--- src/rtl/igs_pkg.sv ---
// Package: shared constants and types for the interrupt gate screen.
// Assumes the architectural 64-bit gate descriptor layout.
package igs_pkg;

    localparam int DESC_W = 64;

    // Dispatch kind reported with a passing request.
    typedef enum logic [1:0] {
        KIND_REAL = 2'b00,
        KIND_TASK = 2'b01,
        KIND_INTR = 2'b10,
        KIND_TRAP = 2'b11
    } gate_kind_e;

    localparam logic [4:0] TYPE_TASK = 5'b00101;

endpackage

--- src/rtl/igs_bounds.sv ---
// Module: igs_bounds
// Computes the last byte of the table entry for the vector in both entry
// scales (4-byte real-mode slots, 8-byte protected-mode slots) and compares
// it against the table limit. Also gives the real-mode entry base offset.
// Assumes LIMIT_W and ADDR_W are both at least VEC_W + 3.
module igs_bounds #(
    parameter int VEC_W   = 8,
    parameter int LIMIT_W = 32,
    parameter int ADDR_W  = 32
) (
    input  logic [VEC_W-1:0]   vector,
    input  logic [LIMIT_W-1:0] idt_limit,
    input  logic               prot_mode,
    output logic               over_limit,
    output logic [ADDR_W-1:0]  real_base
);
    localparam int WIDE_SRC = (LIMIT_W > VEC_W + 3) ? LIMIT_W : VEC_W + 3;
    localparam int CMP_W    = WIDE_SRC + 1;

    logic [CMP_W-1:0] entry_last [2];
    logic [1:0]       past_end;

    // One comparator per entry scale: index 0 = 4-byte slots, 1 = 8-byte slots.
    for (genvar m = 0; m < 2; m++) begin : g_scale
        localparam int SH = 2 + m;
        assign entry_last[m] = (CMP_W'(vector) << SH) | CMP_W'((1 << SH) - 1);
        assign past_end[m]   = entry_last[m] > CMP_W'(idt_limit);
    end

    // Select the comparator matching the current mode.
    assign over_limit = prot_mode ? past_end[1] : past_end[0];

    // Real-mode entry base is the 4-byte slot start.
    assign real_base = ADDR_W'(vector) << 2;

endmodule

--- src/rtl/igs_gate_decode.sv ---
// Module: igs_gate_decode
// Splits a fetched gate descriptor into present flag, privilege level,
// legality of the type, dispatch kind, width, entry offset and selector.
// Assumes the high word sits in bits 63:32 of the descriptor.
module igs_gate_decode
    import igs_pkg::*;
#(
    parameter int ADDR_W = 32,
    parameter int SEL_W  = 16
) (
    input  logic [DESC_W-1:0] gate_desc,
    output logic              present,
    output logic [1:0]        gate_dpl,
    output logic              legal,
    output gate_kind_e        kind,
    output logic              wide,
    output logic [ADDR_W-1:0] entry_ofs,
    output logic [SEL_W-1:0]  selector
);
    logic [31:0] hi_word;
    logic [31:0] lo_word;
    logic [4:0]  gtype;
    logic        is_task;
    logic        is_gate;
    logic        unused_desc_bits;

    assign hi_word = gate_desc[63:32];
    assign lo_word = gate_desc[31:0];
    assign gtype   = hi_word[12:8];
    assign present = hi_word[15];
    assign gate_dpl = hi_word[14:13];
    assign unused_desc_bits = ^hi_word[7:0];

    // Classify the type field: task gate or interrupt/trap gate of either width.
    assign is_task = (gtype == TYPE_TASK);
    assign is_gate = !gtype[4] && (gtype[2:1] == 2'b11);
    assign legal   = is_task || is_gate;

    // Map the classified type to a dispatch kind.
    always_comb begin
        if (is_task)      kind = KIND_TASK;
        else if (is_gate) kind = gtype[0] ? KIND_TRAP : KIND_INTR;
        else              kind = KIND_REAL;
    end

    // Width flag exists only for interrupt and trap gates.
    assign wide = is_gate && gtype[3];

    // Handler offset is split across both words; task gates carry none.
    assign entry_ofs = is_gate ? ADDR_W'({hi_word[31:16], lo_word[15:0]}) : '0;
    assign selector  = SEL_W'(lo_word[31:16]);

endmodule

--- src/rtl/igs_arbiter.sv ---
// Module: igs_arbiter
// Ranks the individual check outcomes (V86/IOPL, limit, present/type,
// privilege) and forms the single verdict for the request: a fault with its
// error code, or the dispatch fields. Purely combinational.
// Assumes ERR_W is at least VEC_W + 3.
module igs_arbiter
    import igs_pkg::*;
#(
    parameter int VEC_W  = 8,
    parameter int ERR_W  = 16,
    parameter int ADDR_W = 32,
    parameter int SEL_W  = 16
) (
    input  logic [VEC_W-1:0]  vector,
    input  logic              prot_mode,
    input  logic              v86_mode,
    input  logic [1:0]        iopl,
    input  logic [1:0]        cpl,
    input  logic              soft_int,
    input  logic              over_limit,
    input  logic [ADDR_W-1:0] real_base,
    input  logic              present,
    input  logic [1:0]        gate_dpl,
    input  logic              legal,
    input  gate_kind_e        gate_kind,
    input  logic              gate_wide,
    input  logic [ADDR_W-1:0] gate_ofs,
    input  logic [SEL_W-1:0]  gate_sel,
    output logic              nxt_fault,
    output logic [ERR_W-1:0]  nxt_err,
    output gate_kind_e        nxt_kind,
    output logic              nxt_wide,
    output logic [ADDR_W-1:0] nxt_ofs,
    output logic [SEL_W-1:0]  nxt_sel
);
    logic             ext_bit;
    logic [ERR_W-1:0] real_code;
    logic [ERR_W-1:0] prot_code;
    logic             v86_block;
    logic             gate_bad;
    logic             dpl_bad;

    // External-event flag placed in bit 0 of protected-mode codes.
    assign ext_bit = !soft_int;

    // Table-index error codes for both entry scales, bit 1 marks the table.
    assign real_code = (ERR_W'(vector) << 2) | ERR_W'(2);
    assign prot_code = (ERR_W'(vector) << 3) | ERR_W'(2);

    // Individual check outcomes in protected mode.
    assign v86_block = v86_mode && soft_int && (iopl != 2'd3);
    assign gate_bad  = !present || !legal;
    assign dpl_bad   = soft_int && (gate_dpl < cpl);

    // Priority resolution: first failing check wins, dispatch otherwise.
    always_comb begin
        nxt_fault = 1'b0;
        nxt_err   = '0;
        nxt_kind  = KIND_REAL;
        nxt_wide  = 1'b0;
        nxt_ofs   = '0;
        nxt_sel   = '0;
        if (!prot_mode) begin
            if (over_limit) begin
                nxt_fault = 1'b1;
                nxt_err   = real_code;
            end else begin
                nxt_ofs = real_base;
            end
        end else if (v86_block) begin
            nxt_fault = 1'b1;
        end else if (over_limit || gate_bad) begin
            nxt_fault = 1'b1;
            nxt_err   = prot_code | ERR_W'(ext_bit);
        end else if (dpl_bad) begin
            nxt_fault = 1'b1;
            nxt_err   = prot_code;
        end else begin
            nxt_kind = gate_kind;
            nxt_wide = gate_wide;
            nxt_ofs  = gate_ofs;
            nxt_sel  = gate_sel;
        end
    end

endmodule

--- src/rtl/intr_gate_screen.sv ---
// Module: intr_gate_screen (top)
// Validates an interrupt vector against the descriptor table and the fetched
// gate, then registers a one-cycle verdict: dispatch fields or a fault with
// its error code. Latency is one clock from request to result.
// Assumes the descriptor is presented in the same cycle as the request.
module intr_gate_screen
    import igs_pkg::*;
#(
    parameter int VEC_W   = 8,
    parameter int LIMIT_W = 32,
    parameter int ERR_W   = 16,
    parameter int ADDR_W  = 32,
    parameter int SEL_W   = 16
) (
    input  logic               clk,
    input  logic               rst_n,
    input  logic               req_valid,
    input  logic [VEC_W-1:0]   vector,
    input  logic [LIMIT_W-1:0] idt_limit,
    input  logic               prot_mode,
    input  logic               v86_mode,
    input  logic [1:0]         iopl,
    input  logic [1:0]         cpl,
    input  logic               soft_int,
    input  logic [63:0]        gate_desc,
    output logic               res_valid,
    output logic               res_fault,
    output logic [ERR_W-1:0]   res_err_code,
    output logic [1:0]         res_kind,
    output logic               res_wide,
    output logic [ADDR_W-1:0]  res_offset,
    output logic [SEL_W-1:0]   res_selector
);
    logic              over_limit;
    logic [ADDR_W-1:0] real_base;
    logic              present;
    logic [1:0]        gate_dpl;
    logic              legal;
    gate_kind_e        gate_kind;
    logic              gate_wide;
    logic [ADDR_W-1:0] gate_ofs;
    logic [SEL_W-1:0]  gate_sel;
    logic              nxt_fault;
    logic [ERR_W-1:0]  nxt_err;
    gate_kind_e        nxt_kind;
    logic              nxt_wide;
    logic [ADDR_W-1:0] nxt_ofs;
    logic [SEL_W-1:0]  nxt_sel;

    igs_bounds #(
        .VEC_W   (VEC_W),
        .LIMIT_W (LIMIT_W),
        .ADDR_W  (ADDR_W)
    ) u_bounds (
        .vector     (vector),
        .idt_limit  (idt_limit),
        .prot_mode  (prot_mode),
        .over_limit (over_limit),
        .real_base  (real_base)
    );

    igs_gate_decode #(
        .ADDR_W (ADDR_W),
        .SEL_W  (SEL_W)
    ) u_decode (
        .gate_desc (gate_desc),
        .present   (present),
        .gate_dpl  (gate_dpl),
        .legal     (legal),
        .kind      (gate_kind),
        .wide      (gate_wide),
        .entry_ofs (gate_ofs),
        .selector  (gate_sel)
    );

    igs_arbiter #(
        .VEC_W  (VEC_W),
        .ERR_W  (ERR_W),
        .ADDR_W (ADDR_W),
        .SEL_W  (SEL_W)
    ) u_arbiter (
        .vector     (vector),
        .prot_mode  (prot_mode),
        .v86_mode   (v86_mode),
        .iopl       (iopl),
        .cpl        (cpl),
        .soft_int   (soft_int),
        .over_limit (over_limit),
        .real_base  (real_base),
        .present    (present),
        .gate_dpl   (gate_dpl),
        .legal      (legal),
        .gate_kind  (gate_kind),
        .gate_wide  (gate_wide),
        .gate_ofs   (gate_ofs),
        .gate_sel   (gate_sel),
        .nxt_fault  (nxt_fault),
        .nxt_err    (nxt_err),
        .nxt_kind   (nxt_kind),
        .nxt_wide   (nxt_wide),
        .nxt_ofs    (nxt_ofs),
        .nxt_sel    (nxt_sel)
    );

    // Result register: capture the verdict for one cycle per request.
    always_ff @(posedge clk) begin
        if (!rst_n) begin
            res_valid    <= 1'b0;
            res_fault    <= 1'b0;
            res_err_code <= '0;
            res_kind     <= KIND_REAL;
            res_wide     <= 1'b0;
            res_offset   <= '0;
            res_selector <= '0;
        end else if (req_valid) begin
            res_valid    <= 1'b1;
            res_fault    <= nxt_fault;
            res_err_code <= nxt_err;
            res_kind     <= nxt_kind;
            res_wide     <= nxt_wide;
            res_offset   <= nxt_ofs;
            res_selector <= nxt_sel;
        end else begin
            res_valid    <= 1'b0;
            res_fault    <= 1'b0;
            res_err_code <= '0;
            res_kind     <= KIND_REAL;
            res_wide     <= 1'b0;
            res_offset   <= '0;
            res_selector <= '0;
        end
    end

    // each request produces a result on the next edge.
    p_result_follows_r1: assert property (@(posedge clk) disable iff (!rst_n)
        req_valid |=> res_valid);

    // no request, no result.
    p_no_spurious_r1: assert property (@(posedge clk) disable iff (!rst_n)
        !req_valid |=> !res_valid);

    // real-mode results never name a gate kind or width.
    p_real_kind_r2: assert property (@(posedge clk) disable iff (!rst_n)
        (req_valid && !prot_mode) |=> (res_kind == KIND_REAL && !res_wide));

    // V86 software interrupt with low IOPL faults with code 0.
    p_v86_zero_code_r4: assert property (@(posedge clk) disable iff (!rst_n)
        (req_valid && prot_mode && v86_mode && soft_int && iopl != 2'd3)
        |=> (res_fault && res_err_code == '0));

    // a software source never sets the external bit in any code.
    p_soft_no_ext_r7: assert property (@(posedge clk) disable iff (!rst_n)
        (req_valid && prot_mode && soft_int) |=> !res_err_code[0]);

    // the width flag appears only with interrupt or trap gates.
    p_wide_gate_only_r9: assert property (@(posedge clk) disable iff (!rst_n)
        (res_valid && res_wide) |-> res_kind[1]);

    // a fault blanks every dispatch field.
    p_fault_blank_r12: assert property (@(posedge clk) disable iff (!rst_n)
        (res_valid && res_fault)
        |-> (res_kind == KIND_REAL && !res_wide && res_offset == '0 && res_selector == '0));

endmodule

--- config.mk ---
export PLATFORM = sky130hd
export DESIGN_NAME = intr_gate_screen
export DESIGN_NICKNAME = d
export VERILOG_FILES = /design/src/rtl/igs_pkg.sv /design/src/rtl/igs_bounds.sv /design/src/rtl/igs_gate_decode.sv /design/src/rtl/igs_arbiter.sv /design/src/rtl/intr_gate_screen.sv
export SDC_FILE = /design/constraint.sdc
export NUM_CORES = 1
export LEC_CHECK = 0
export BUFFER_PORTS_ARGS = -buffer_cell sky130_fd_sc_hd__buf_2
export CORE_AREA = 4 4 96 98
export DETAILED_ROUTE_END_ITERATION = 6
export DIE_AREA = 0 0 100 102
export HOLD_SLACK_MARGIN = 0.15
export PLACE_DENSITY = 0.78
export SYNTH_ARGS = -nofsm -noshare
export SYNTH_HDL_FRONTEND = slang
export SYNTH_HIERARCHICAL = 1
export SYNTH_SLANG_ARGS = --single-unit
--- constraint.sdc ---
create_clock -name clk -period 7.3 [get_ports clk]
set_clock_uncertainty 0.05 [all_clocks]
set_input_delay 0.73 -clock clk [delete_from_list [all_inputs] [get_ports clk]]
set_output_delay 0.73 -clock clk [all_outputs]
set_load 0.05 [all_outputs]
; ---- Word level (Yosys, flattened, before mapping)
; Index checks and enable logic that the tools add are counted.
[word_totals]
latch_bits = 0
regBits = 69
mem_count = 0
mem_bits_ro = 0
word_cells = 55
inputBits = 114
output_inout_bits = 69
mem_bits_rw = 0
[classes]
n_lt_le_gt_ge = 3
bitwise = 5
muxes = 21
n_addsub = 0
reduce_logical = 15
n_eq_ne = 3
shift = 0
multipliers = 0
div = 0
[ops]
columns = operator, count
row1 = $mux W32, 5
row2 = $mux W16, 3
row3 = $gt A10 B32 Y1, 1
row4 = $gt A11 B32 Y1, 1
row5 = $mux W10, 2
row6 = $mux W11, 1
row7 = $or A11 B1 Y11, 1
row8 = $mux W1, 10
row9 = $reduce_or A8 Y1, 1
row10 = $reduce_or A6 Y1, 1
row11 = $eq A5 B3 Y1 const B, 1
row12 = $logic_and A1 B1 Y1, 5
row13 = $logic_not A1 Y1, 4
row14 = $not A1 Y1, 4
row15 = $logic_or A1 B1 Y1, 3
row16 = $eq A2 B2 Y1 const B, 1
row17 = $lt A2 B2 Y1, 1
row18 = $ne A2 B2 Y1 const B, 1
row19 = $reduce_and A2 Y1, 1

; ---- Depth between registers and ports, before layout
; Gate-level depths: netlist of the first run.
[logic_depth]
word_depth = 9
depth_mapped = 13
mapped_depth_nobuf = 11

; ---- By module
; The synthesis of the first run kept the hierarchy.
[by_module_without_submodules]
columns = module, cells_per_inst, instances, area_per_inst_um2, seq_area_each_um2
row1 = intr_gate_screen, 152, 1, 1900.6, 1381.3
row2 = igs_bounds, 92, 1, 695.7, 0.0
row3 = igs_arbiter, 93, 1, 680.7, 0.0
row4 = igs_gate_decode, 61, 1, 446.7, 0.0

; ---- Least setup slack after synthesis of the first run
; Ideal clock, no wire load.
[synth_timing]
kind = input to register
startpoint = in idt_limit[7]
endpoint = reg res_offset[2]
n_path_buf = 2
required_time_ps = 7134
path_stages = 13
slack_ps = 4463
arrival_time_ps = 2672
setup_time_ps = 116
path_cell_list = inv_1 -> ha_1 -> nand4_1 -> o221a_1 -> o22ai_1 -> o311a_1 -> o21a_1 -> nor2_1 -> and3b_1 -> buf_6 -> buf_6 -> a22o_1 -> and3_1
[synth_via]
elab_chain_cells = 6
word_cells_on_any_way = 8
classes_between = 2 x order compare / 5 x mux / 1 x reduce/logical
[synth_rtl]
columns = item, line_no
row1 = "start, declared", intr_gate_screen.sv:19  ; input logic [LIMIT_W-1:0] idt_limit,
row2 = $gt A10 B32 Y1 / $gt A11 B32 Y1 (equally long branches), igs_bounds.sv:27  ; assign past_end[m] = entry_last[m] > CMP_W'(idt_limit);
row3 = $mux W1 (*), igs_bounds.sv:31  ; assign over_limit = prot_mode ? past_end[1] : past_end[0];
row4 = net over_limit, intr_gate_screen.sv:34  ; logic over_limit;
row5 = $logic_or A1 B1 Y1, igs_arbiter.sv:72  ; end else if (over_limit || gate_bad) begin
row6 = $mux W32, igs_arbiter.sv:72
row7 = $mux W32, igs_arbiter.sv:70  ; end else if (v86_block) begin
row8 = $mux W32 (*), igs_arbiter.sv:63  ; if (!prot_mode) begin
row9 = net nxt_ofs[2], intr_gate_screen.sv:47  ; logic [ADDR_W-1:0] nxt_ofs;
row10 = "end signal, assigned", intr_gate_screen.sv:121  ; res_offset <= nxt_ofs;
row11 = "end, declared", intr_gate_screen.sv:31  ; output logic [ADDR_W-1:0] res_offset,
; Mark *: on every way through the listed nets, which the timed path passes. The rest lies on a longest branch.
; A chain may end at the register's enable or synchronous reset.

; ---- Final worst setup path of the first run
[layout_timing]
startpoint = in vector[4]
endpoint = reg res_offset[4]
[layout_via]
elab_chain_cells = 6
word_cells_on_any_way = 8
classes_between = 2 x order compare / 5 x mux / 1 x reduce/logical
[layout_rtl]
columns = item, line_no
row1 = "start, declared", intr_gate_screen.sv:18  ; input logic [VEC_W-1:0] vector,
row2 = $gt A10 B32 Y1 / $gt A11 B32 Y1 (equally long branches), igs_bounds.sv:27
row3 = $mux W1 (*), igs_bounds.sv:31
row4 = net over_limit, intr_gate_screen.sv:34
row5 = $logic_or A1 B1 Y1, igs_arbiter.sv:72
row6 = $mux W32, igs_arbiter.sv:72
row7 = $mux W32, igs_arbiter.sv:70
row8 = $mux W32 (*), igs_arbiter.sv:63
row9 = net nxt_ofs[4], intr_gate_screen.sv:47
; Marked as above.

==> impl_results.html, run 1 <==
<table>
<tr><th>Metric</th><th>Value</th></tr>
<tr><th colspan="2">Outcome</th></tr>
<tr><td>Run status</td><td>complete, no violations</td></tr>
<tr><th colspan="2">Drt</th></tr>
<tr><td>Number of vias per cell</td><td>approximately 4.8</td></tr>
<tr><td>Total vias in the final route</td><td>around 3000</td></tr>
<tr><td>Remaining routing DRC violations</td><td>0</td></tr>
<tr><td>DR WL/cell</td><td>about 14 µm</td></tr>
<tr><td>Number of detailed-route iterations in the first pass</td><td>4</td></tr>
<tr><td>Wire length reported by the detailed router</td><td>approximately 9000 µm</td></tr>
<tr><td>Remaining antenna violation count after routing</td><td>0</td></tr>
<tr><td>Iteration-0 DRC count of the detailed router</td><td>84</td></tr>
<tr><th colspan="2">Floorplan</th></tr>
<tr><td>Core Region</td><td>8470 µm²</td></tr>
<tr><td>Width of the die</td><td>100 µm</td></tr>
<tr><td>Starting density of the core</td><td>44.0%</td></tr>
<tr><td>Total die area</td><td>10200 µm²</td></tr>
<tr><td>Number of placement rows</td><td>34</td></tr>
<tr><td>Vert. Die Dim</td><td>around 100 µm</td></tr>
<tr><td>I/O pins</td><td>roughly 180</td></tr>
<tr><th colspan="2">Synthesis</th></tr>
<tr><td>Number of flip-flops and latches in the synthesized netlist</td><td>69</td></tr>
<tr><td>Largest cells by area after synthesis</td><td>dfxtp_1 37%, buf_4 11%, and3_1 11%, a22o_1 9.2%, and2_1 7.2%</td></tr>
<tr><td>Post-synthesis cell area</td><td>~3700 µm²</td></tr>
<tr><td>Share of synthesized area occupied by flip-flops and latches</td><td>approximately 37%</td></tr>
<tr><td>Mapped Avg Cell Area</td><td>approximately 9.4 µm²</td></tr>
<tr><td>Yosys Warn Count</td><td>6</td></tr>
<tr><td>Async set-or-reset flop fraction in the synthesized netlist</td><td>0%</td></tr>
<tr><td>Synth top area share</td><td>between 30 and 40%</td></tr>
<tr><td>Cells after Synth</td><td>398</td></tr>
<tr><td>Number of synthesized flops with an enable pin</td><td>0</td></tr>
<tr><td>Distinct cell type count of the synthesized netlist</td><td>39</td></tr>
<tr><td>Synth area leader</td><td>dfxtp_1</td></tr>
<tr><td>Top flip-flop cell by instance count after synthesis</td><td>dfxtp_1</td></tr>
<tr><th colspan="2">Placed design</th></tr>
<tr><td>Port bufs</td><td>approximately 170</td></tr>
<tr><td>Post-DP HPWL</td><td>about 6700 µm</td></tr>
<tr><td>Pre-CTS worst setup slack</td><td>around 3700 ps</td></tr>
<tr><td>GP Congestion</td><td>roughly 0.83</td></tr>
<tr><th colspan="2">STA</th></tr>
<tr><td>Fin Setup TNS</td><td>0 ps</td></tr>
<tr><td>Final critical-path required period</td><td>3320 ps</td></tr>
<tr><td>Period Utilization, post-route</td><td>a little under half</td></tr>
<tr><td>Fmax achieved</td><td>approximately 0.30 GHz</td></tr>
<tr><td>RSZ-0062 raised after global routing</td><td>no</td></tr>
<tr><td>PnR worst setup slack</td><td>about 4000 ps</td></tr>
<tr><td>Slew of the pin with the lowest slew margin</td><td>roughly 940 ps</td></tr>
<tr><td>Final hold vios</td><td>0</td></tr>
<tr><td>Total count of max-transition violations in the final report</td><td>0</td></tr>
<tr><td>Relative slew margins</td><td>a little under two fifths</td></tr>
<tr><td>Number of setup violations in the final report</td><td>0</td></tr>
<tr><th colspan="2">Cells and area</th></tr>
<tr><td>Area growth, synth to finish</td><td>20.6%</td></tr>
<tr><td>Multi-input gate area</td><td>1790 µm²</td></tr>
<tr><td>Leading cell type in the layout, fill and taps excluded</td><td>buf_2</td></tr>
<tr><td>Fill cell instance count of the final layout</td><td>between 700 and 800</td></tr>
<tr><td>Register area</td><td>1380 µm²</td></tr>
<tr><td>Layout cells sized above 1</td><td>about two fifths</td></tr>
<tr><td>Total Nets Final</td><td>between 600 and 700</td></tr>
<tr><td>Leading cell types in the layout, fill and taps excluded</td><td>174 x buf_2, 69 x dfxtp_1, 68 x and3_1</td></tr>
<tr><td>Antenna diode count</td><td>0</td></tr>
<tr><th colspan="2">Run</th></tr>
<tr><td>Number of max-cap violations</td><td>0</td></tr>
<tr><th colspan="2">Clock network</th></tr>
<tr><td>Count of clock tree sinks</td><td>between 60 and 70</td></tr>
<tr><td>Max Root-Sink Buffers</td><td>2</td></tr>
<tr><td>H-Tree Level Count</td><td>3</td></tr>
<tr><td>Number of clock buffers inserted by TritonCTS</td><td>9</td></tr>
<tr><td>CTS tree</td><td>done</td></tr>
<tr><td>Post-cts hold buffer count</td><td>0</td></tr>
<tr><td># Post-CTS Setup Buffers</td><td>0</td></tr>
<tr><td>Post-CTS sizing</td><td>0</td></tr>
<tr><td>Clock-pin slew of the registers on the worst-case setup and hold paths</td><td>80 ps</td></tr>
<tr><td>Clock root buffer</td><td>clkbuf_8</td></tr>
<tr><th colspan="2">Critical path</th></tr>
<tr><td>Element type at the critical path end</td><td>flop</td></tr>
<tr><td>Category of the most critical setup path</td><td>in2reg</td></tr>
<tr><td>Crit path launch type</td><td>input pin</td></tr>
<tr><td>Largest stage delay on the critical path</td><td>around 800 ps</td></tr>
<tr><td>Crit-path slowest cell</td><td>and3b_2</td></tr>
<tr><td>Cell-by-cell listing of the critical path</td><td>buf_2 &gt; ha_1 &gt; nand4_1 &gt; o221a_1 &gt; o22ai_1 &gt; o311a_1 &gt; o21a_1 &gt; nor2_1 &gt; and3b_2 &gt; a22o_1 &gt; and3_1</td></tr>
<tr><td>Data arrival time of the worst path</td><td>between 3000 and 4000 ps</td></tr>
<tr><td>Data required time of the worst path</td><td>~7500 ps</td></tr>
<tr><td>Critical path fanouts, max</td><td>52</td></tr>
<tr><th colspan="2">Global routing</th></tr>
<tr><td>Maximum number of pins on one net before global-route repair</td><td>70</td></tr>
<tr><td>Antenna violations before repair</td><td>0</td></tr>
<tr><td>Number of global-route vias before repair</td><td>between 3000 and 4000</td></tr>
<tr><td>Remaining global-route overflow</td><td>0</td></tr>
<tr><td>Wire length of the first global-routing pass</td><td>approximately 14000 µm</td></tr>
<tr><td>Overall fraction of global-route tracks in use</td><td>16.7%</td></tr>
<tr><th colspan="2">Pwr</th></tr>
<tr><td>Worst vdd ir</td><td>between 0.09 and 0.1 mV</td></tr>
<tr><td>Cell leakage power</td><td>0.00263 µW</td></tr>
<tr><td>Power density of the placed cells</td><td>between 200 and 250 nW/µm²</td></tr>
<tr><th colspan="2">Hold path</th></tr>
<tr><td>Worst min-delay path class</td><td>in2reg</td></tr>
</table>
[cell usage after synthesis (all sizes together) (3+ instances only)]
library cell and count:
nand4 3, ha 17, nor4 6, inv 13
nand3 3, and3 68, clkbuf 13, a22o 39
nor2 4, dfxtp 69, buf 70, and2 56
nand2 4, a21oi 6
[worst max-delay path, delay by kind of cell]
family                     cells  cell delay [ps]
adders and majority gates      1              340
AOI/OAI and AO/OA              5              970
buffers and inverters          1              140
and+or+nand+nor                4             1330
[per-layer routing]
metal / wire (µm) / vias to the layer above / GRT usage, %
met5: 0 / - / 0
met4: 125 / 0 / 4.25
li1: - / 1554 / -
met2: 4500 / 115 / 30.6
met3: 683 / 11 / 4.30
met1: 3690 / 1397 / 19.6
[sequential cells by signal (all words and copies together) (netlist names)]
| name | cells |
|---|---|
| res_kind | 2 |
| res_valid | 1 |
| res_selector | 16 |
| res_fault | 1 |
| res_wide | 1 |
| res_offset | 32 |
| res_err_code | 16 |
[power by group]
part           internal [µW]  switching [µW]
clock                    246             140
sequential               384            1.84
combinational           54.2            81.1
[worst paths after layout]
kind                     startpoint              end  slack (ps)  cells past startpoint
worst max-delay path      vector[4]    res_offset[4]        3980                     11
worst min-delay path  gate_desc[24]  res_selector[8]         680                      3
[area by class of cell]
class                      count  share of cell area [%]
sequential                    69                    30.8
multi-input combinational    260                    39.8
tap                          108                    3.01
inverter                      13                    1.09
clock buffer                  11                    3.37
timing repair buffer         175                    19.6
clock inverter                 5                    2.37
[cells by family (layout without fill, tap and decap cells)]
group / Yosys count / in the layout / share of synthesized area, %
AND/OR/NAND/NOR: 155 / 155 / 26.1
buffers and inverters: 96 / 204 / 17.7
AO/OA/AOI/OAI: 59 / 59 / 13.2
adder cells (fa/ha/maj): 17 / 17 / 5.71
other: 2 / 29 / 0.202
flip-flops: 69 / 69 / 37.1
[metrics by stage]
stage | cell area (µm²) | hold slack (ps) | total power [µW] | utilization [%] | std cells
global placement | 4230 | 1020 | 526 | 50.0 | 625
global route | 4490 | 665 | 948 | 53.0 | 641
floorplan | 3820 | 914 | 502 | - | 425
finish | 4490 | 684 | 908 | 53.0 | 641
detailed placement | 4230 | 1020 | 530 | 50.0 | 625
CTS | 4490 | 668 | 917 | 53.0 | 641
Power figures use the tool's default switching activity.
==> inputs of run 2 (changes only) <==
Clock period 7.3 ns to 3.3 ns, I/O delays scaled along.
==> run 2 against run 1 <==
Net effect:
- combinational power rose by 120%
- power is 110% higher
- clock power increased by 84%
- worst setup slack got worse by 3300 ps
- hold slack worse by 400 ps
- non-clock buffer count grew 2
- first-iteration DRC count increased by 29%
- sequential power grew 120%
- flip-flop and latch count unchanged
- clock-buffer cell count did not move
- critical endpoint is now res_offset[31]
- largest cell class unchanged
- largest power group unchanged
==> impl_results.html, run 2 (synthesized netlist as in run 1, its figures left out) <==
<table>
<tr><th>Metric</th><th>Value</th></tr>
<tr><th colspan="2">Outcome</th></tr>
<tr><td>Run status</td><td>complete, no violations</td></tr>
<tr><th colspan="2">Global routing</th></tr>
<tr><td>Overall fraction of global-route tracks in use</td><td>17.6% (+0.81 points)</td></tr>
<tr><td>Wire length of the first global-routing pass</td><td>14500 µm (+3.9%)</td></tr>
<tr><td>Remaining global-route overflow</td><td>0 (unchanged)</td></tr>
<tr><td>Maximum number of pins on one net before global-route repair</td><td>70 (unchanged)</td></tr>
<tr><td>Number of global-route vias before repair</td><td>3183 (+5.4%)</td></tr>
<tr><td>Antenna violations before repair</td><td>0 (unchanged)</td></tr>
<tr><th colspan="2">Clock network</th></tr>
<tr><td>Post-CTS sizing</td><td>0 (unchanged)</td></tr>
<tr><td>CTS tree</td><td>done</td></tr>
<tr><td>Clock root buffer</td><td>clkbuf_8</td></tr>
<tr><td># Post-CTS Setup Buffers</td><td>0 (unchanged)</td></tr>
<tr><td>Max Root-Sink Buffers</td><td>2 (unchanged)</td></tr>
<tr><td>Clock-pin slew of the registers on the worst-case setup and hold paths</td><td>80 ps (about the same)</td></tr>
<tr><td>Post-cts hold buffer count</td><td>0 (unchanged)</td></tr>
<tr><td>Number of clock buffers inserted by TritonCTS</td><td>9 (unchanged)</td></tr>
<tr><td>Count of clock tree sinks</td><td>69 (unchanged)</td></tr>
<tr><td>H-Tree Level Count</td><td>3 (unchanged)</td></tr>
<tr><th colspan="2">Placed design</th></tr>
<tr><td>Port bufs</td><td>174 (unchanged)</td></tr>
<tr><td>GP Congestion</td><td>0.830 (-0.56%)</td></tr>
<tr><td>Post-DP HPWL</td><td>6610 µm (-0.64%)</td></tr>
<tr><th colspan="2">STA</th></tr>
<tr><td>Final hold slack</td><td>281 ps (-402 ps)</td></tr>
<tr><td>RSZ-0062 raised after global routing</td><td>no</td></tr>
<tr><td>Number of setup violations in the final report</td><td>0 (unchanged)</td></tr>
<tr><td>Period Utilization, post-route</td><td>between 70% and 80%</td></tr>
<tr><td>Fin Setup TNS</td><td>0 ps (unchanged)</td></tr>
<tr><td>Final hold vios</td><td>0 (unchanged)</td></tr>
<tr><td>Relative slew margins</td><td>36.5% (-0.92 points)</td></tr>
<tr><td>Slew of the pin with the lowest slew margin</td><td>952 ps (+13.8 ps)</td></tr>
<tr><td>Fmax achieved</td><td>slightly below 0.4 GHz</td></tr>
<tr><td>Total count of max-transition violations in the final report</td><td>0 (unchanged)</td></tr>
<tr><td>Final critical-path required period</td><td>2590 ps</td></tr>
<tr><th colspan="2">Critical path</th></tr>
<tr><td>Crit path launch type</td><td>input pin</td></tr>
<tr><td>Critical path fanouts, max</td><td>52 (unchanged)</td></tr>
<tr><td>Category of the most critical setup path</td><td>in2reg</td></tr>
<tr><td>Element type at the critical path end</td><td>flop</td></tr>
<tr><td>Data required time of the worst path</td><td>3470 ps (-4050 ps)</td></tr>
<tr><td>Data arrival time of the worst path</td><td>2750 ps (-790 ps)</td></tr>
<tr><th colspan="2">Drt</th></tr>
<tr><td>Wire length reported by the detailed router</td><td>9060 µm (+0.60%)</td></tr>
<tr><td>Remaining routing DRC violations</td><td>0 (unchanged)</td></tr>
<tr><td>Number of vias per cell</td><td>4.95 (+3.2%)</td></tr>
<tr><td>DR WL/cell</td><td>14.1 µm (+0.29%)</td></tr>
<tr><td>Remaining antenna violation count after routing</td><td>0 (unchanged)</td></tr>
<tr><td>Total vias in the final route</td><td>3185 (+3.5%)</td></tr>
<tr><td>Number of detailed-route iterations in the first pass</td><td>4 (unchanged)</td></tr>
<tr><td>Iteration-0 DRC count of the detailed router</td><td>108 (+29%)</td></tr>
<tr><th colspan="2">Hold path</th></tr>
<tr><td>Worst min-delay path class</td><td>in2reg</td></tr>
<tr><th colspan="2">Cells and area</th></tr>
<tr><td>Fill cell instance count of the final layout</td><td>809 (+2.5%)</td></tr>
<tr><td>Largest Register</td><td>res_offset</td></tr>
<tr><td>Register area</td><td>1380 µm² (unchanged)</td></tr>
<tr><td>Leading cell types in the layout, fill and taps excluded</td><td>174 x buf_2, 69 x dfxtp_1, 68 x and3_1</td></tr>
<tr><td>Largest regs</td><td>res_offset: 32 flops, res_err_code: 16 flops, res_selector: 16 flops</td></tr>
<tr><td>Layout cells sized above 1</td><td>39.4% (+0.23 points)</td></tr>
<tr><td>Multi-input gate area</td><td>1790 µm² (unchanged)</td></tr>
<tr><td>Number of flip-flops under the largest register name</td><td>32 (unchanged)</td></tr>
<tr><td>Area growth, synth to finish</td><td>20.1%</td></tr>
<tr><td>Leading cell type in the layout, fill and taps excluded</td><td>buf_2</td></tr>
<tr><td>Antenna diode count</td><td>0 (unchanged)</td></tr>
<tr><td>Total Nets Final</td><td>661 (+0.30%)</td></tr>
<tr><th colspan="2">Pwr</th></tr>
<tr><td>Power density of the placed cells</td><td>418 nW/µm² (+110%)</td></tr>
<tr><td>Worst vdd ir</td><td>0.268 mV (+180%)</td></tr>
<tr><td>Cell leakage power</td><td>0.00262 µW (-0.42%)</td></tr>
<tr><th colspan="2">Run</th></tr>
<tr><td>Number of max-cap violations</td><td>0 (unchanged)</td></tr>
<tr><th colspan="2">Floorplan</th></tr>
<tr><td>Number of placement rows</td><td>34 (unchanged)</td></tr>
<tr><td>Total die area</td><td>10200 µm² (unchanged)</td></tr>
<tr><td>Vert. Die Dim</td><td>102 µm (unchanged)</td></tr>
<tr><td>Core Region</td><td>8470 µm² (unchanged)</td></tr>
<tr><td>Starting density of the core</td><td>44.0% (unchanged)</td></tr>
<tr><td>I/O pins</td><td>183 (unchanged)</td></tr>
<tr><td>Width of the die</td><td>100 µm (unchanged)</td></tr>
</table>
[run 2: cell types whose count changed in the layout (fill, tap and decap cells not counted), sizes merged]
cell | before | now
buf | 175 | 177
clkinv | 1 | 2
bufinv | 3 | 1
clkinvlp | 1 | 2
[run 2: critical path, cell delays in order]
cell and delay, ps:
buf_2 140, ha_1 330, nand4_1 170, o221a_1 320, o22ai_1 160, o311a_1 200, o21a_1 160, nor2_1 80
and3b_2 230, buf_12 180, a22o_1 250, and3_1 170
[run 2: layout make-up]
class	count	share of cell area (%)
multi-input combinational	260	40.0
timing repair buffer	177	20.3
clock buffer	11	3.39
tap	108	3.02
sequential	69	30.9
inverter	13	1.09
clock inverter	5	1.32
[run 2: path summary, 6_finish.rpt]
check,startpoint,endpoint,slack [ps],cells after the start
max,vector[4],res_offset[31],710,12
min,gate_desc[23],res_selector[7],280,3
[run 2: power breakdown]
part,internal (µW),switching [µW],total [µW]
clock network,390,321,711
logic,122,181,303
registers,850,4.08,854
total,1360,506,1870
[run 2: per-layer routing]
layer  global-route usage, %  vias up  wire length (µm)
met1                    19.8     1458              3610
met2                    31.0      146              4450
met3                    4.64       22               760
met4                    8.08        0               228
li1                        -     1559                 -
met5                       0        -                 0
[run 2: metrics by stage]
stage	std cells	utilization (%)	area, µm²	total power (µW)	setup slack [ps]
after detailed placement	627	50.3	4260	1180	410
after floorplan	425	-	3820	1110	863
final	643	52.8	4470	1870	712
after CTS	643	52.8	4470	1890	769
after global routing	643	52.8	4470	1950	667
after global placement	627	50.3	4260	1170	506
==> inputs of run 3 (changes only) <==
Clock period 3.3 ns to 2.6 ns, I/O delays scaled along.
==> run 3 against run 2 <==
Net effect:
- die area is the same
- critical path depth shrank 1
- non-clock buffer count grew 10
- sequential power grew 26%
==> impl_results.html, run 3 (synthesized netlist as in run 1, its figures left out) <==
<table>
<tr><th>Metric</th><th>Value</th></tr>
<tr><th colspan="2">Outcome</th></tr>
<tr><td>Run status</td><td>complete, no violations</td></tr>
<tr><th colspan="2">Cells and area</th></tr>
<tr><td>Non-filler cells in the finished layout</td><td>653 (+1.6%)</td></tr>
<tr><td>Final standard cell area without fillers</td><td>4590 µm² (+2.6%)</td></tr>
<tr><td>Largest Register</td><td>res_offset</td></tr>
<tr><td>Antenna diode count</td><td>0 (unchanged)</td></tr>
<tr><td>Register area</td><td>1380 µm² (unchanged)</td></tr>
<tr><td>Area growth, synth to finish</td><td>23.2%</td></tr>
<tr><td>Multi-input gate area</td><td>1790 µm² (unchanged)</td></tr>
<tr><td>Leading cell type in the layout, fill and taps excluded</td><td>buf_2</td></tr>
<tr><td>Leading cell types in the layout, fill and taps excluded</td><td>174 x buf_2, 69 x dfxtp_1, 68 x and3_1</td></tr>
<tr><td>Number of flip-flops under the largest register name</td><td>32 (unchanged)</td></tr>
<tr><td>Largest regs</td><td>res_offset: 32 flops, res_err_code: 16 flops, res_selector: 16 flops</td></tr>
<tr><td>Layout cells sized above 1</td><td>40.2% (+0.74 points)</td></tr>
<tr><td>Fill cell instance count of the final layout</td><td>799 (-1.2%)</td></tr>
<tr><td>Total Nets Final</td><td>671 (+1.5%)</td></tr>
<tr><th colspan="2">Hold path</th></tr>
<tr><td>Worst min-delay path class</td><td>in2reg</td></tr>
<tr><td>Start point of the worst hold path</td><td>gate_desc[28]</td></tr>
<tr><th colspan="2">Pwr</th></tr>
<tr><td>Worst vdd ir</td><td>0.284 mV (+5.9%)</td></tr>
<tr><td>Final Power</td><td>2520 µW (+35%)</td></tr>
<tr><td>Power density of the placed cells</td><td>550 nW/µm² (+32%)</td></tr>
<tr><td>Cell leakage power</td><td>0.00269 µW (+2.6%)</td></tr>
<tr><th colspan="2">Critical path</th></tr>
<tr><td>Category of the most critical setup path</td><td>in2reg</td></tr>
<tr><td>Element type at the critical path end</td><td>flop</td></tr>
<tr><td>Data required time of the worst path</td><td>2830 ps (-640 ps)</td></tr>
<tr><td>Crit path launch type</td><td>input pin</td></tr>
<tr><td>Data arrival time of the worst path</td><td>2640 ps (-110 ps)</td></tr>
<tr><td>Critical path fanouts, max</td><td>9 (-83%)</td></tr>
<tr><td>Critical path launch point</td><td>vector[4]</td></tr>
<tr><th colspan="2">Global routing</th></tr>
<tr><td>Remaining global-route overflow</td><td>0 (unchanged)</td></tr>
<tr><td>Overall fraction of global-route tracks in use</td><td>16.9% (-0.65 points)</td></tr>
<tr><td>Wire length of the first global-routing pass</td><td>13900 µm (-4.3%)</td></tr>
<tr><td>Antenna violations before repair</td><td>0 (unchanged)</td></tr>
<tr><td>Maximum number of pins on one net before global-route repair</td><td>70 (unchanged)</td></tr>
<tr><td>Number of global-route vias before repair</td><td>3014 (-5.3%)</td></tr>
<tr><th colspan="2">Floorplan</th></tr>
<tr><td>Width of the die</td><td>100 µm (unchanged)</td></tr>
<tr><td>Vert. Die Dim</td><td>102 µm (unchanged)</td></tr>
<tr><td>Starting density of the core</td><td>44.0% (unchanged)</td></tr>
<tr><td>I/O pins</td><td>183 (unchanged)</td></tr>
<tr><td>Core Region</td><td>8470 µm² (unchanged)</td></tr>
<tr><td>Number of placement rows</td><td>34 (unchanged)</td></tr>
<tr><td>Total die area</td><td>10200 µm² (unchanged)</td></tr>
<tr><th colspan="2">Drt</th></tr>
<tr><td>Wire length reported by the detailed router</td><td>8910 µm (-1.6%)</td></tr>
<tr><td>Iteration-0 DRC count of the detailed router</td><td>97 (-10%)</td></tr>
<tr><td>Total vias in the final route</td><td>3112 (-2.3%)</td></tr>
<tr><td>Number of detailed-route iterations in the first pass</td><td>4 (unchanged)</td></tr>
<tr><td>Number of vias per cell</td><td>4.77 (-3.8%)</td></tr>
<tr><td>Remaining routing DRC violations</td><td>0 (unchanged)</td></tr>
<tr><td>DR WL/cell</td><td>13.6 µm (-3.1%)</td></tr>
<tr><td>Remaining antenna violation count after routing</td><td>0 (unchanged)</td></tr>
<tr><th colspan="2">Clock network</th></tr>
<tr><td>Number of clock buffers inserted by TritonCTS</td><td>9 (unchanged)</td></tr>
<tr><td>Clock-pin slew of the registers on the worst-case setup and hold paths</td><td>80 ps (about the same)</td></tr>
<tr><td>Max Root-Sink Buffers</td><td>2 (unchanged)</td></tr>
<tr><td>Count of clock tree sinks</td><td>69 (unchanged)</td></tr>
<tr><td>Post-cts hold buffer count</td><td>0 (unchanged)</td></tr>
<tr><td>CTS tree</td><td>done</td></tr>
<tr><td>Post-CTS sizing</td><td>0 (unchanged)</td></tr>
<tr><td>H-Tree Level Count</td><td>3 (unchanged)</td></tr>
<tr><td># Post-CTS Setup Buffers</td><td>0 (unchanged)</td></tr>
<tr><td>Clock root buffer</td><td>clkbuf_8</td></tr>
<tr><th colspan="2">STA</th></tr>
<tr><td>Final hold vios</td><td>0 (unchanged)</td></tr>
<tr><td>Number of setup violations in the final report</td><td>0 (unchanged)</td></tr>
<tr><td>Period Utilization, post-route</td><td>92.9%</td></tr>
<tr><td>Total count of max-transition violations in the final report</td><td>0 (unchanged)</td></tr>
<tr><td>Final critical-path required period</td><td>2420 ps</td></tr>
<tr><td>Final hold slack</td><td>208 ps (-73.8 ps)</td></tr>
<tr><td>Relative slew margins</td><td>36.6% (+0.073 points)</td></tr>
<tr><td>Slew of the pin with the lowest slew margin</td><td>951 ps (-1.09 ps)</td></tr>
<tr><td>RSZ-0062 raised after global routing</td><td>no</td></tr>
<tr><td>Fmax achieved</td><td>a little over 0.4 GHz</td></tr>
<tr><th colspan="2">Placed design</th></tr>
<tr><td>Post-DP HPWL</td><td>6640 µm (+0.43%)</td></tr>
<tr><td>GP Congestion</td><td>0.811 (-2.3%)</td></tr>
<tr><td>Cell count after placement</td><td>637 (+1.6%)</td></tr>
<tr><td>Port bufs</td><td>174 (unchanged)</td></tr>
<tr><td>Placement-stage cell area</td><td>4350 µm² (+2.1%)</td></tr>
<tr><th colspan="2">Run</th></tr>
<tr><td>Number of max-cap violations</td><td>0 (unchanged)</td></tr>
</table>
[run 3: per-stage QoR]
| stage | setup TNS [ps] | worst slack, ps | utilization [%] |
|---|---|---|---|
| after detailed placement | -3090 | -119 | 51.4 |
| after global placement | -422 | -43.6 | 51.4 |
| after CTS | 0 | 245 | 54.2 |
| after global routing | 0 | 78.8 | 54.2 |
| after floorplan | 0 | 233 | - |
| final | 0 | 184 | 54.2 |
[run 3: worst paths after layout]
kind	endpoint	slack, ps	depth (start not counted)
max	res_err_code[5]	180	11
min	res_selector[12]	210	3
[run 3: report_power, final]
group	total, µW	switching [µW]	internal (µW)
Combinational	393	229	164
Sequential	1080	4.73	1080
Clock	1050	403	644
[run 3: layout make-up]
type | instances | area share [%]
timing repair buffer | 187 | 21.7
clock buffer | 11 | 2.86
inverter | 13 | 1.06
multi-input combinational | 260 | 39.0
clock inverter | 5 | 2.35
tap | 108 | 2.95
sequential | 69 | 30.1
[run 3: worst max-delay path: stages]
cell and delay (ps):
buf_2 120, ha_1 320, nand4_1 120, o221a_1 280
o22ai_1 170, o311a_1 190, o21a_1 160, nor2_1 80
a21oi_1 560, a22o_1 220, and3_1 160
[run 3: layer usage]
| layer | vias to the layer above | track usage [%] | share of wire, % |
|---|---|---|---|
| li1 | 1582 | - | - |
| met2 | 112 | 29.8 | 50 |
| met1 | 1407 | 19.6 | 41 |
| met5 | - | 0 | 0 |
| met3 | 11 | 3.41 | 7.3 |
| met4 | 0 | 8.19 | 1.6 |
